`src/rtl/cpwm_pkg.sv`:
```
package cpwm_pkg;

   // Which side of the pair the period compare currently requests.
   typedef enum logic {
      PH_SEC = 1'b0,
      PH_PRI = 1'b1
   } phase_t;

   // Channel index inside the pair.
   localparam int CH_PRI = 0;
   localparam int CH_SEC = 1;
   localparam int N_CH   = 2;

   // Pin level for a channel given its activity and its active level.
   function automatic logic pin_level(input logic act, input logic act_lvl);
      return act ? act_lvl : ~act_lvl;
   endfunction

endpackage

```
`src/rtl/cpwm_cfg_check.sv`:
```
module cpwm_cfg_check #(
   parameter int CNT_W  = 16,
   parameter int DEAD_W = 8
) (
   input  logic             clk,
   input  logic             rst_n,
   input  logic             pair_en,
   input  logic             dz_en,
   input  logic [CNT_W-1:0] active_cnt,
   input  logic [DEAD_W-1:0] dead_cnt,
   output logic             run_q,
   output logic             err_q
);

   logic [CNT_W-1:0] dead_ext;
   logic             short_duty;
   logic             cfg_bad;

   assign dead_ext   = CNT_W'(dead_cnt);
   assign short_duty = (active_cnt < dead_ext);
   assign cfg_bad    = ~dz_en | short_duty;

   always_ff @(posedge clk or negedge rst_n) begin
      if (!rst_n) begin
         run_q <= 1'b0;
         err_q <= 1'b0;
      end else begin
         run_q <= pair_en & ~cfg_bad;
         err_q <= pair_en &  cfg_bad;
      end
   end

endmodule

```
`src/rtl/cpwm_period_ctr.sv`:
```
module cpwm_period_ctr #(
   parameter int CNT_W = 16
) (
   input  logic             clk,
   input  logic             rst_n,
   input  logic             run,
   input  logic             tick,
   input  logic [CNT_W-1:0] period_last,
   input  logic [CNT_W-1:0] active_cnt,
   output logic             adv,
   output logic             want_pri
);

   logic [CNT_W-1:0] cnt_q;
   logic             at_end;

   assign adv      = run & tick;
   assign at_end   = (cnt_q >= period_last);
   assign want_pri = (cnt_q < active_cnt);

   always_ff @(posedge clk or negedge rst_n) begin
      if (!rst_n) begin
         cnt_q <= '0;
      end else if (!run) begin
         cnt_q <= '0;
      end else if (adv) begin
         cnt_q <= at_end ? '0 : cnt_q + 1'b1;
      end
   end

endmodule

```
`src/rtl/cpwm_dead_gen.sv`:
```
module cpwm_dead_gen
   import cpwm_pkg::*;
#(
   parameter int DEAD_W = 8
) (
   input  logic              clk,
   input  logic              rst_n,
   input  logic              run,
   input  logic              adv,
   input  logic              want_pri,
   input  logic [DEAD_W-1:0] dead_cnt,
   output logic [N_CH-1:0]   act
);

   phase_t            phase_q;
   phase_t            phase_req;
   logic              started_q;
   logic [DEAD_W-1:0] dz_left_q;
   logic              dz_idle;

   assign phase_req = want_pri ? PH_PRI : PH_SEC;
   assign dz_idle   = (dz_left_q == '0);

   always_ff @(posedge clk or negedge rst_n) begin
      if (!rst_n) begin
         phase_q   <= PH_SEC;
         started_q <= 1'b0;
         dz_left_q <= '0;
      end else if (!run) begin
         phase_q   <= PH_SEC;
         started_q <= 1'b0;
         dz_left_q <= '0;
      end else if (adv) begin
         started_q <= 1'b1;
         if (!started_q || (phase_req != phase_q)) begin
            phase_q   <= phase_req;
            dz_left_q <= dead_cnt;
         end else if (!dz_idle) begin
            dz_left_q <= dz_left_q - 1'b1;
         end
      end
   end

   for (genvar c = 0; c < N_CH; c++) begin : g_ch
      localparam phase_t OWN_PH = (c == CH_PRI) ? PH_PRI : PH_SEC;
      assign act[c] = started_q & (phase_q == OWN_PH) & dz_idle;
   end

endmodule

```
`src/rtl/cpwm_pair.sv`:
```
module cpwm_pair
   import cpwm_pkg::*;
#(
   parameter int CNT_W   = 16,
   parameter int DEAD_W  = 8,
   parameter bit OUT_REG = 1'b0
) (
   input  logic              clk,
   input  logic              rst_n,
   input  logic              tick_en,
   input  logic [CNT_W-1:0]  period_last,
   input  logic [CNT_W-1:0]  active_cnt,
   input  logic              pri_act_lvl,
   input  logic              dz_en,
   input  logic [DEAD_W-1:0] dead_cnt,
   input  logic              pair_en,
   output logic              pwm_pri,
   output logic              pwm_sec,
   output logic              cfg_err
);

   localparam int DEAD_MAX_W = 8;

   if (DEAD_W < 1 || DEAD_W > DEAD_MAX_W) begin : g_bad_dead_w
      $error("cpwm_pair: DEAD_W must be 1..8");
   end
   if (CNT_W < DEAD_W || CNT_W < 2) begin : g_bad_cnt_w
      $error("cpwm_pair: CNT_W must be >= DEAD_W and >= 2");
   end

   logic            run_q;
   logic            adv;
   logic            want_pri;
   logic [N_CH-1:0] act_raw;
   logic [N_CH-1:0] act_gated;
   logic [N_CH-1:0] act_pin;
   logic [N_CH-1:0] lvl_ch;

   cpwm_cfg_check #(.CNT_W(CNT_W), .DEAD_W(DEAD_W)) cfg_i (
      .clk        (clk),
      .rst_n      (rst_n),
      .pair_en    (pair_en),
      .dz_en      (dz_en),
      .active_cnt (active_cnt),
      .dead_cnt   (dead_cnt),
      .run_q      (run_q),
      .err_q      (cfg_err)
   );

   cpwm_period_ctr #(.CNT_W(CNT_W)) ctr_i (
      .clk         (clk),
      .rst_n       (rst_n),
      .run         (run_q),
      .tick        (tick_en),
      .period_last (period_last),
      .active_cnt  (active_cnt),
      .adv         (adv),
      .want_pri    (want_pri)
   );

   cpwm_dead_gen #(.DEAD_W(DEAD_W)) dz_i (
      .clk      (clk),
      .rst_n    (rst_n),
      .run      (run_q),
      .adv      (adv),
      .want_pri (want_pri),
      .dead_cnt (dead_cnt),
      .act      (act_raw)
   );

   assign act_gated = act_raw & {N_CH{run_q}};

   if (OUT_REG) begin : g_out_reg
      logic [N_CH-1:0] act_q;
      always_ff @(posedge clk or negedge rst_n) begin
         if (!rst_n) act_q <= '0;
         else        act_q <= act_gated;
      end
      assign act_pin = act_q & {N_CH{run_q}};
   end else begin : g_out_comb
      assign act_pin = act_gated;
   end

   for (genvar c = 0; c < N_CH; c++) begin : g_pin
      localparam bit INV = (c == CH_SEC);
      assign lvl_ch[c] = pin_level(act_pin[c], pri_act_lvl ^ INV);
   end

   assign pwm_pri = lvl_ch[CH_PRI];
   assign pwm_sec = lvl_ch[CH_SEC];

endmodule

```
`config.mk`:
```
export PLATFORM = sky130hd
export DESIGN_NAME = cpwm_pair
export DESIGN_NICKNAME = d
export VERILOG_FILES = /design/src/rtl/cpwm_pkg.sv /design/src/rtl/cpwm_cfg_check.sv /design/src/rtl/cpwm_period_ctr.sv /design/src/rtl/cpwm_dead_gen.sv /design/src/rtl/cpwm_pair.sv
export SDC_FILE = /design/constraint.sdc
export NUM_CORES = 1
export LEC_CHECK = 0
export BUFFER_PORTS_ARGS = -buffer_cell sky130_fd_sc_hd__clkbuf_2
export CAP_MARGIN = 20
export CELL_PAD_IN_SITES_DETAIL_PLACEMENT = 1
export CELL_PAD_IN_SITES_GLOBAL_PLACEMENT = 1
export CORE_MARGIN = 4
export CORE_UTILIZATION = 45
export DETAILED_ROUTE_END_ITERATION = 10
export PLACE_DENSITY = 0.87
export SLEW_MARGIN = 20
export SYNTH_ARGS = -nofsm -noshare
export SYNTH_HDL_FRONTEND = slang
export SYNTH_SLANG_ARGS = --single-unit
```
`constraint.sdc`:
```
create_clock -name clk -period 4.7 [get_ports clk]
set_input_delay 0.94 -clock clk [delete_from_list [all_inputs] [get_ports clk]]
set_output_delay 0.94 -clock clk [all_outputs]
set_load 0.05 [all_outputs]
```
==> results.md, run 1 <==
- Pwr Density: between 200 and 250 mW/mm2
- Switching share of power: 30.8%
- Filler-free cell count of the finished design: 437
- Top_reg_cell synth: dfrtp_1
- Final Skew: 6.69 ps
- I/O Buffers: 48
- Period utilization: around three quarters
- Largest family of logic cells by synthesized area: simple AND/OR/NAND/NOR gates
- Status: completed
- Crit path max fanout: 5
- Synth Instances: roughly 320
- Area Overhead vs Synth: 14.1%
- First-pass GRT wire length: 12.7 mm
- Vias/cell: 5.73
- Critical path required time: 3760 ps
- Element type at the critical path end: primary output
- Hold crit path type: flip-flop to flip-flop
- RSZ-0062 raised after global routing: false
- Critical Path Start Type: flip-flop
- CTS buffer count: 3
- Post-Synth Simple-Gate Area: 21.3%
- Die width: around 85 um
- Final hold vios: 0
- GRT Resource Usage Total: 21.5%
- Gp weighted congestion: 0.830
- Max H-tree Level: 1
- Initial Util: 47.3%
- Final hold slack: slightly below 600 ps
- Clock Sinks: 28
- DRT Wirelength: ~7.4 mm
- Adder-Cell Fraction of Synth Area: 18.7%
- Clock Power Share: around a third
- Min Tclk post-route: 3570 ps
- Relative slew slack: 49.6%
- # setup viols final: 0
- Leakage: 1.71 nW
- Final nets: approximately 450
- Overflow after GRT: 0
- Overall Power: 0.611 mW
- Net Count, Synth: 403
- Avg Inst Size Synth: approximately 8.4 um2
- Post-Syn Area: roughly 0.0027 mm2
- Reg2Reg Depth: 10
- Measured slew at the worst slew-check pin: 756 ps
- CTS resizes: 0
- Root buffer cell: clkbuf_8
- Vias: 2,505
- Yosys reg bits: 28
- CORE AREA: 0.00564 mm2
- Synth warn: 0
- FMAX: approximately 280 MHz
- P_int: 0.423 mW
- Setup Buffers After CTS: 0
- Drt drc: 0
- Antenna cell count: 0
- Post-CTS Hold Fix Bufs: 0
- Die Y-Extent: 85.0 um
- Initial antenna violation count: 0
- Hold path cells: 2
- Most frequent cells in the layout: inv_1 (49), clkbuf_2 (48), ha_1 (40), dfrtp_1 (28), nand2_1 (26)
- Pre-antenna DRT Iters: 4
- Initial DRC count: 99
- Max Slew Vio Count: 0
- CP Data Arrival Time: around 2600 ps
- Number of synthesized flops with an enable pin: 0
- Post-synthesis mux area share: 4.31%
- DR WL/cell: 17.0 um
- # rows: 27
- Setup CP Type: flip-flop to primary output
- Final ANT Viol Nets: 0
- Most common cell after layout, fill and taps aside: inv_1
- Worst skew pair latency: 290 ps
- Max_cap viols: 0
- Synth Area in Compound Gates: 19.7%
- Clk pin slew, worst setup/hold paths: 110 ps
- CTS tree: built
- Max Root-Sink Buffers: 2
- NetSw: between 0.15 and 0.2 mW
- Die area: 0.00723 mm2
- Post-synthesis sequential area ratio: between 20% and 30%
- Cell count after placement: 433
- Post-synthesis xor/xnor area fraction: under 10%
- Largest net degree at the start of global routing: 29
- Comb power frac: around a quarter
- Ys async rst share: 100%
- Layout cells sized above 1: 18.9%
- Max VDD drop: around 0.12 mV
- Final HPWL DP: 6.15 mm
- Register share of total power: around 43%
- Setup TNS: 0 ps
- Synth unique cells: 52
- Vias in the first global route: 2,722
- IO Count: 49
-- registers in the layout, indices dropped and copies added (netlist names) --
| signal | count |
|---|---|
| cfg_i.err_q | 1 |
| cfg_i.run_q | 1 |
| ctr_i.cnt_q | 16 |
| dz_i.dz_left_q | 8 |
| dz_i.phase_q | 1 |
| dz_i.started_q | 1 |
-- worst max-delay path, cell delays in order, from the launching register on --
cell	delay (ps)
dfrtp_1	440
inv_1	110
ha_1	200
nor3b_1	550
and3_1	330
nand3_1	110
nor2_1	160
xor2_1	160
clkbuf_2	300
-- routing by layer --
| metal | vias to the layer above | GRT usage, % | routed length, um |
|---|---|---|---|
| met1 | 1224 | 27.7 | 3420 |
| met3 | 11 | 2.33 | 250 |
| met2 | 46 | 37.9 | 3660 |
| met5 | - | 0 | 0 |
| li1 | 1224 | - | - |
| met4 | 0 | 5.61 | 109 |
-- power by group through the flow --
stage	combinational (mW)	clock, mW	sequential, mW
after global routing	0.168	0.209	0.261
after detailed placement	0.148	0	0.264
after CTS	0.148	0.203	0.259
final	0.148	0.204	0.259
after global placement	0.138	0	0.263
after floorplan	0.0913	0	0.261
-- through the flow --
stage	setup WS (ps)	area [um2]	util, %
final	1130	3050	54.0
after global routing	941	3050	54.0
after CTS	1140	3050	54.0
after detailed placement	1300	2970	52.7
after global placement	1410	2970	52.7
after floorplan	1570	2670	-
-- logic make-up after synthesis --
group | after synthesis
buf+inv | 55
fa+ha+maj | 40
simple gates | 103
xor+xnor | 4
flops | 28
compound gates | 76
mux | 11
-- synthesized netlist by cell type, drive strengths merged (2+ instances only) --
cell type | count | area share (%)
o31ai | 2 | 0.56
nand3b | 3 | 1.3
ha | 40 | 19
mux2 | 4 | 1.7
nand2 | 27 | 3.9
and3 | 8 | 2.1
nor2b | 4 | 0.94
nor3b | 2 | 0.56
nor2 | 17 | 2.4
xor2 | 3 | 0.98
clkbuf | 3 | 0.42
nand2b | 4 | 0.94
mux2i | 7 | 2.6
a2111oi | 3 | 1.2
nor4 | 5 | 1.4
o21ai | 10 | 1.9
o22ai | 6 | 1.4
a21oi | 16 | 3.0
dfrtp | 28 | 26
nand4 | 9 | 2.3
nor3 | 7 | 1.9
a21o | 13 | 3.7
a31oi | 2 | 0.47
a211oi | 3 | 0.84
buf | 3 | 1.1
a22o | 3 | 0.98
a21boi | 2 | 0.56
o21a | 9 | 2.5
nand3 | 12 | 2.2
or3 | 2 | 0.47
inv | 49 | 6.9
-- cell type report --
cell class,instances,area (um2)
Clock buffer,3,41.3
Inverter,49,184
Tap cell,72,90.1
Fill cell,715,2600
Sequential cell,28,701
Timing Repair Buffer,50,255
Clock inverter,1,30.0
Multi-Input combinational cell,234,1740
-- path summary, 6_finish.rpt --
kind	startpoint	to	slack (ps)
worst max register to register	ctr_i.cnt_q[0]	ctr_i.cnt_q[6]	1880
max in group asynchronous	rst_n	dz_i.dz_left_q[0]	3530
min in group asynchronous	rst_n	ctr_i.cnt_q[10]	690
worst min register to register	dz_i.dz_left_q[5]	dz_i.dz_left_q[5]	580
worst min-delay path	dz_i.dz_left_q[5]	dz_i.dz_left_q[5]	580
worst max-delay path	dz_i.dz_left_q[0]	pwm_sec	1130
(Power assumes the default switching activity.)
==> run 2, diff against run 1 <==
--- a/config.mk
+++ b/config.mk
@@ -10,9 +10,9 @@
 export CELL_PAD_IN_SITES_DETAIL_PLACEMENT = 1
 export CELL_PAD_IN_SITES_GLOBAL_PLACEMENT = 1
 export CORE_MARGIN = 4
-export CORE_UTILIZATION = 45
+export CORE_UTILIZATION = 38
 export DETAILED_ROUTE_END_ITERATION = 10
-export PLACE_DENSITY = 0.87
+export PLACE_DENSITY = 0.78
 export SLEW_MARGIN = 20
 export SYNTH_ARGS = -nofsm -noshare
 export SYNTH_HDL_FRONTEND = slang
==> constraint.sdc (replaced) <==
create_clock -name clk -period 3 [get_ports clk]
set_input_delay 0.6 -clock clk [delete_from_list [all_inputs] [get_ports clk]]
set_output_delay 0.6 -clock clk [all_outputs]
set_load 0.05 [all_outputs]
==> run 2 against run 1 <==
  * Combinational power up 60%
  * Hold slack worse by 200 ps
  * Largest power group unchanged
  * Critical endpoint is now pwm_pri
  * Worst setup slack worse by 890 ps
  * Via count down 1.7%
  * Die area up 17%
  * Routed wire length down 3.5%
==> results.md, run 2 (synthesis gave the netlist of run 1 again) <==
- Status: completed
- Post-CTS Hold Fix Bufs: 0 (unchanged)
- Max Slew Vio Count: 0 (unchanged)
- DRT Wirelength: 7.19 mm (-3.5%)
- Final HPWL DP: 5.95 mm (-3.2%)
- Vias in the first global route: 2,700 (-0.81%)
- Die area: 0.00843 mm2 (+17%)
- Top Family by Delay on Critical Path: simple AND/OR/NAND/NOR gates
- Antenna cell count: 0 (unchanged)
- CTS tree: built
- Worst skew pair latency: 280 ps (about the same)
- IO Count: 49 (unchanged)
- First-pass GRT wire length: 12.3 mm (-3.1%)
- CP Data Arrival Time: 2160 ps (-470 ps)
- Final ANT Viol Nets: 0 (unchanged)
- Min Tclk post-route: ~2800 ps
- Largest net degree at the start of global routing: 29 (unchanged)
- Max Root-Sink Buffers: 2 (unchanged)
- GRT Resource Usage Total: 17.5% (-3.9 points)
- CORE AREA: 0.00679 mm2 (+20%)
- Most common cell after layout, fill and taps aside: inv_1
- Area Overhead vs Synth: 16.0%
- Gp weighted congestion: 0.804 (-3.1%)
- Crit path max fanout: 4 (-1)
- Critical Path Start Type: flip-flop
- CTS resizes: 0 (unchanged)
- I/O Buffers: 48 (unchanged)
- Setup Buffers After CTS: 0 (unchanged)
- Vias/cell: 5.30 (-7.6%)
- Initial Util: 39.3% (-8.0 points)
- FMAX: around 360 MHz
- Final nets: 456 (+0.88%)
- Critical path required time: 2400 ps (-1360 ps)
- Crit path cell chain: inv_1, ha_1, nor3b_2, and3_1, nand3_1, nor2_1, xnor2_1, clkbuf_2
- Overflow after GRT: 0 (unchanged)
- Post-Place Setup Slack: 152 ps (-1150 ps)
- Element type at the critical path end: primary output
- Max H-tree Level: 1 (unchanged)
- Final Skew: 9.01 ps (+2.32 ps)
- Pwr Density: 285 mW/mm2 (+42%)
- Final hold vios: 0 (unchanged)
- RSZ-0062 raised after global routing: false
- Period utilization: between 90% and 100%
- Worst setup margin: 243 ps (-886 ps)
- Leakage: 1.73 nW (+0.97%)
- Hold crit path type: input port to async pin
- Clock Sinks: 28 (unchanged)
- Max_cap viols: 0 (unchanged)
- Die width: 91.8 um (+8.0%)
- Max VDD drop: 0.209 mV (+80%)
- Worst path slowest cell: dfrtp_1
- # setup viols final: 0 (unchanged)
- Clk pin slew, worst setup/hold paths: 100 ps (about the same)
- Vias: 2,463 (-1.7%)
- Relative slew slack: 49.9% (+0.31 points)
- Initial antenna violation count: 0 (unchanged)
- Die Y-Extent: 91.8 um (+8.0%)
- Initial DRC count: 86 (-13%)
- CP Buf/Inv Count: 2 (unchanged)
- Measured slew at the worst slew-check pin: 751 ps (-4.60 ps)
- CTS buffer count: 3 (unchanged)
- Most frequent cells in the layout: inv_1 (49), clkbuf_2 (47), ha_1 (40), dfrtp_1 (28), nand2_1 (26)
- # rows: 30 (+11%)
- Max FFs per register: 16 (unchanged)
- Biggest regs: ctr_i.cnt_q (16), dz_i.dz_left_q (8)
- Root buffer cell: clkbuf_8
- Drt drc: 0 (unchanged)
- Overall Power: 0.884 mW (+45%)
- Pre-antenna DRT Iters: 4 (unchanged)
- DR WL/cell: 15.5 um (-9.3%)
- Crit-path max cell delay: 420 ps (-130 ps)
- Layout cells sized above 1: 20.1% (+1.2 points)
- Most flop-heavy register: ctr_i.cnt_q
- Setup TNS: 0 ps (unchanged)
- Setup CP Type: flip-flop to primary output
==> run 2: changes by cell type in the layout (fill, tap and decap cells not counted) <==
cell / before / now
nor3b_1: 2 / 1
buf_4: 2 / 6
clkbuf_2: 48 / 47
clkbuf_8: 3 / 4
clkbuf_4: 0 / 1
nor3b_2: 0 / 1
bufinv_16: 1 / 0
==> run 2: through the flow <==
stage	std cells	util, %	area, um2	hold WS, ps
floorplan	317	-	2670	304
global placement	461	44.7	3030	553
detailed placement	461	44.7	3030	561
CTS	465	45.5	3090	388
global route	465	45.6	3100	422
finish	465	45.6	3100	374
==> run 2: routing by layer <==
layer | GRT usage [%] | vias to the layer above | part of all wire, %
met5 | 0 | - | 0
met4 | 2.72 | 0 | 0.65
met3 | 1.39 | 4 | 2.2
met2 | 32.7 | 37 | 50
met1 | 22.3 | 1187 | 47
li1 | - | 1235 | -
==> run 2: final cells by class <==
cell class / instances / area [um2]
Fill cell: 852 / 3700
Multi-Input combinational cell: 234 / 1750
Sequential cell: 28 / 701
Timing Repair Buffer: 54 / 288
Inverter: 49 / 184
Tap cell: 96 / 120
Clock buffer: 4 / 55.1
==> run 2: report_power, final <==
group | switching, mW | total [mW] | internal [mW]
clock | 0.124 | 0.242 | 0.118
sequential | 0.0162 | 0.405 | 0.389
combinational | 0.136 | 0.237 | 0.101
==> run 2: path summary, 6_finish.rpt <==
kind                              startpoint           endpoint  depth (start not counted)  slack, ps
min reg2reg                dz_i.dz_left_q[5]  dz_i.dz_left_q[5]                          2        580
min                                    rst_n  dz_i.dz_left_q[2]                          1        370
min in group clk           dz_i.dz_left_q[5]  dz_i.dz_left_q[5]                          2        580
max reg2reg                  ctr_i.cnt_q[14]  dz_i.dz_left_q[3]                          8        390
max                        dz_i.dz_left_q[0]            pwm_pri                          8        240
max in group asynchronous              rst_n       dz_i.phase_q                          1       2150
==> run 3, diff against run 2 <==
--- a/config.mk
+++ b/config.mk
@@ -5,12 +5,13 @@
 export SDC_FILE = /design/constraint.sdc
 export NUM_CORES = 1
 export LEC_CHECK = 0
+export ABC_AREA = 1
 export BUFFER_PORTS_ARGS = -buffer_cell sky130_fd_sc_hd__clkbuf_2
 export CAP_MARGIN = 20
 export CELL_PAD_IN_SITES_DETAIL_PLACEMENT = 1
 export CELL_PAD_IN_SITES_GLOBAL_PLACEMENT = 1
 export CORE_MARGIN = 4
-export CORE_UTILIZATION = 38
+export CORE_UTILIZATION = 37
 export DETAILED_ROUTE_END_ITERATION = 10
 export PLACE_DENSITY = 0.78
 export SLEW_MARGIN = 20
==> run 3 against run 2 <==
  * Synthesized cell count grew 23%
  * Maximum frequency grew 4.5%
  * Combinational power shrank 14%
  * Design area grew 2.9%
  * Sequential share of layout area shrank 0.63 points
  * Register-to-register slack gained 340 ps
  * Critical path depth grew 2
  * Die area grew 6.7%
  * Clock power shrank 14%
  * Critical endpoint is now pwm_sec
  * Highest routed layer unchanged
==> results.md, run 3 <==
- Biggest regs: ctr_i.cnt_q (16), dz_i.dz_left_q (8)
- Reg2Reg Depth: 14 (+6)
- Top_reg_cell synth: dfrtp_1
- Final Skew: 2.05 ps (-6.96 ps)
- Measured slew at the worst slew-check pin: 755 ps (+4.29 ps)
- Die Y-Extent: 94.8 um (+3.3%)
- CTS resizes: 0 (unchanged)
- Vias in the first global route: 2,899 (+7.4%)
- FF-to-FF End: dz_i.dz_left_q[1]
- Clock Power Share: 25.7% (-1.7 points)
- P_int: 0.553 mW (-8.9%)
- Initial Util: 38.3% (-1.0 points)
- Synth unique cells: 34 (-35%)
- CTS buffer count: 3 (unchanged)
- Min Tclk post-route: 2640 ps (-120 ps)
- Register share of total power: 49.1% (+3.3 points)
- Layout cells sized above 1: 16.9% (-3.2 points)
- Setup TNS: 0 ps (unchanged)
- Clock Sinks: 28 (unchanged)
- Avg Inst Size Synth: 7.14 um2 (-15%)
- Most flop-heavy register: ctr_i.cnt_q
- Initial antenna violation count: 0 (unchanged)
- Vias/cell: 5.18 (-2.1%)
- Period utilization: 87.9% (-4.0 points)
- I/O Buffers: 48 (unchanged)
- Max VDD drop: 0.122 mV (-42%)
- Leakage: 1.77 nW (+2.4%)
- Final ANT Viol Nets: 0 (unchanged)
- Post-Place Setup Slack: 518 ps (+366 ps)
- Ys async rst share: 100% (unchanged)
- Largest net degree at the start of global routing: 29 (unchanged)
- GRT Resource Usage Total: 19.1% (+1.6 points)
- Most frequent cells in the layout: nand2_1 (79), inv_1 (74), clkbuf_2 (48), ha_1 (40), nor2_1 (33)
- Post-synth top cells: nand2_1 (79), inv_1 (74), ha_1 (40)
- Hold crit path type: input port to async pin
- Critical path required time: 2400 ps (about the same)
- Die width: 94.8 um (+3.3%)
- Gp weighted congestion: 0.850 (+5.6%)
- Register-to-register setup slack: 730 ps (+340 ps)
- Post-CTS Hold Fix Bufs: 0 (unchanged)
- CTS tree: built
- FMAX: 379 MHz (+4.5%)
- Initial DRC count: 128 (+49%)
- Overflow after GRT: 0 (unchanged)
- Synth warn: 0 (unchanged)
- Crit path max fanout: 3 (-1)
- Post-Syn Area: 0.00279 mm2 (+4.5%)
- Worst skew pair latency: 280 ps (about the same)
- Pre-antenna DRT Iters: 4 (unchanged)
- Comb power frac: 25.2% (-1.6 points)
- CORE AREA: 0.00729 mm2 (+7.3%)
- Clk pin slew, worst setup/hold paths: 90 ps (about the same)
- Die area: 0.00899 mm2 (+6.7%)
- R2R Path Start: ctr_i.cnt_q[5]
- # setup viols final: 0 (unchanged)
- Final HPWL DP: 6.81 mm (+14%)
- Area share of the largest cell type after synthesis: 25.1% (-1.1 points)
- Max_cap viols: 0 (unchanged)
- Area Overhead vs Synth: 14.2%
- Most numerous cell in the Yosys netlist: nand2_1
- Yosys reg bits: 28 (unchanged)
- Drt drc: 0 (unchanged)
- CP Data Arrival Time: 2040 ps (-120 ps)
- Root buffer cell: clkbuf_8
- # rows: 31 (+3.3%)
- # fillers: 987 (+16%)
- NetSw: 0.261 mW (-5.6%)
- Element type at the critical path end: primary output
- Net Count, Synth: 477 (+18%)
- Final hold vios: 0 (unchanged)
- Most common cell after layout, fill and taps aside: nand2_1
- Number of synthesized flops with an enable pin: 0 (unchanged)
- DR WL/cell: 15.1 um (-2.5%)
- Worst setup margin: 362 ps (+120 ps)
- Max H-tree Level: 1 (unchanged)
- Max Root-Sink Buffers: 2 (unchanged)
- DRT Wirelength: 8.09 mm (+13%)
- Vias: 2,784 (+13%)
- Final nets: 526 (+15%)
- Pwr Density: 256 mW/mm2 (-10%)
- Synth top area cells: dfrtp_1 (25%), ha_1 (18%), nand2_1 (11%)
- Post-synthesis sequential area ratio: 25.1% (-1.1 points)
- Relative slew slack: 49.7% (-0.29 points)
- Synth Instances: 391 (+23%)
- First-pass GRT wire length: 13.6 mm (+11%)
- Status: completed
- RSZ-0062 raised after global routing: false
- Critical Path Start Type: flip-flop
- Setup Buffers After CTS: 0 (unchanged)
- Setup CP Type: flip-flop to primary output
- IO Count: 49 (unchanged)
- Critical Path Start: dz_i.dz_left_q[0]
- Antenna cell count: 0 (unchanged)
- Max Slew Vio Count: 0 (unchanged)
- Max FFs per register: 16 (unchanged)
- Largest area contributor in the netlist: dfrtp_1
- Switching share of power: 32.1% (+0.77 points)
-- run 3: through the flow --
stage | hold slack [ps] | std cells | util [%] | cell area [um2] | power (mW)
6_report | 365 | 537 | 43.7 | 3190 | 0.814
5_1_grt | 418 | 537 | 43.7 | 3190 | 0.868
4_1_cts | 391 | 537 | 43.7 | 3190 | 0.823
3_5_place_dp | 568 | 534 | 43.1 | 3140 | 0.613
3_3_place_gp | 535 | 534 | 43.1 | 3140 | 0.604
2_1_floorplan | 304 | 391 | - | 2790 | 0.529
-- run 3: how the worst max path moves through the flow --
stage | endpoint | slack [ps] | cells after the start
detailed placement | dz_i.dz_left_q[1] | 520 | 16
CTS | pwm_sec | 360 | 10
global placement | dz_i.dz_left_q[1] | 580 | 16
floorplan | pwm_sec | 840 | 9
global route | pwm_pri | 160 | 10
finish | pwm_sec | 360 | 10
-- run 3: layout make-up --
cell class / count / area [um2] / share of cell area [%]
clock buffer: 3 / 41.3 / 1.30
inverter: 76 / 285 / 8.96
multi-input combinational: 281 / 1780 / 55.9
sequential: 28 / 701 / 22.0
tap: 99 / 124 / 3.89
timing repair buffer: 50 / 255 / 8.01
-- run 3: cells by family after synthesis --
| group | synth area share, % |
|---|---|
| and+or+nand+nor | 32.1 |
| adders and majority gates | 17.9 |
| buffers and inverters | 11.1 |
| xor gates and xnor gates | 2.20 |
| AOI/OAI and AO/OA | 11.6 |
| DFF | 25.1 |
-- run 3: power groups by stage --
| stage | clock, mW | sequential [mW] | combinational [mW] |
|---|---|---|---|
| finish | 0.209 | 0.400 | 0.205 |
| detailed placement | 0 | 0.407 | 0.206 |
| floorplan | 0 | 0.405 | 0.124 |
| global route | 0.230 | 0.401 | 0.237 |
| CTS | 0.217 | 0.399 | 0.207 |
| global placement | 0 | 0.406 | 0.197 |
-- run 3: worst max-delay path, stage by stage, from the launching register on --
cell and delay, ps:
dfrtp_1 410, inv_1 110, ha_1 220, nand3_1 120
nor2_1 100, inv_1 80, nor2_1 120, nand4_1 110
xor2_1 170, inv_1 50, clkbuf_2 260
-- run 3: layer usage --
layer	track usage (%)	vias to the layer above	part of all wire, %
li1	-	1386	-
met4	4.45	0	1.1
met1	26.1	1337	48
met2	32.8	54	47
met3	1.59	7	4.0
met5	0	-	0
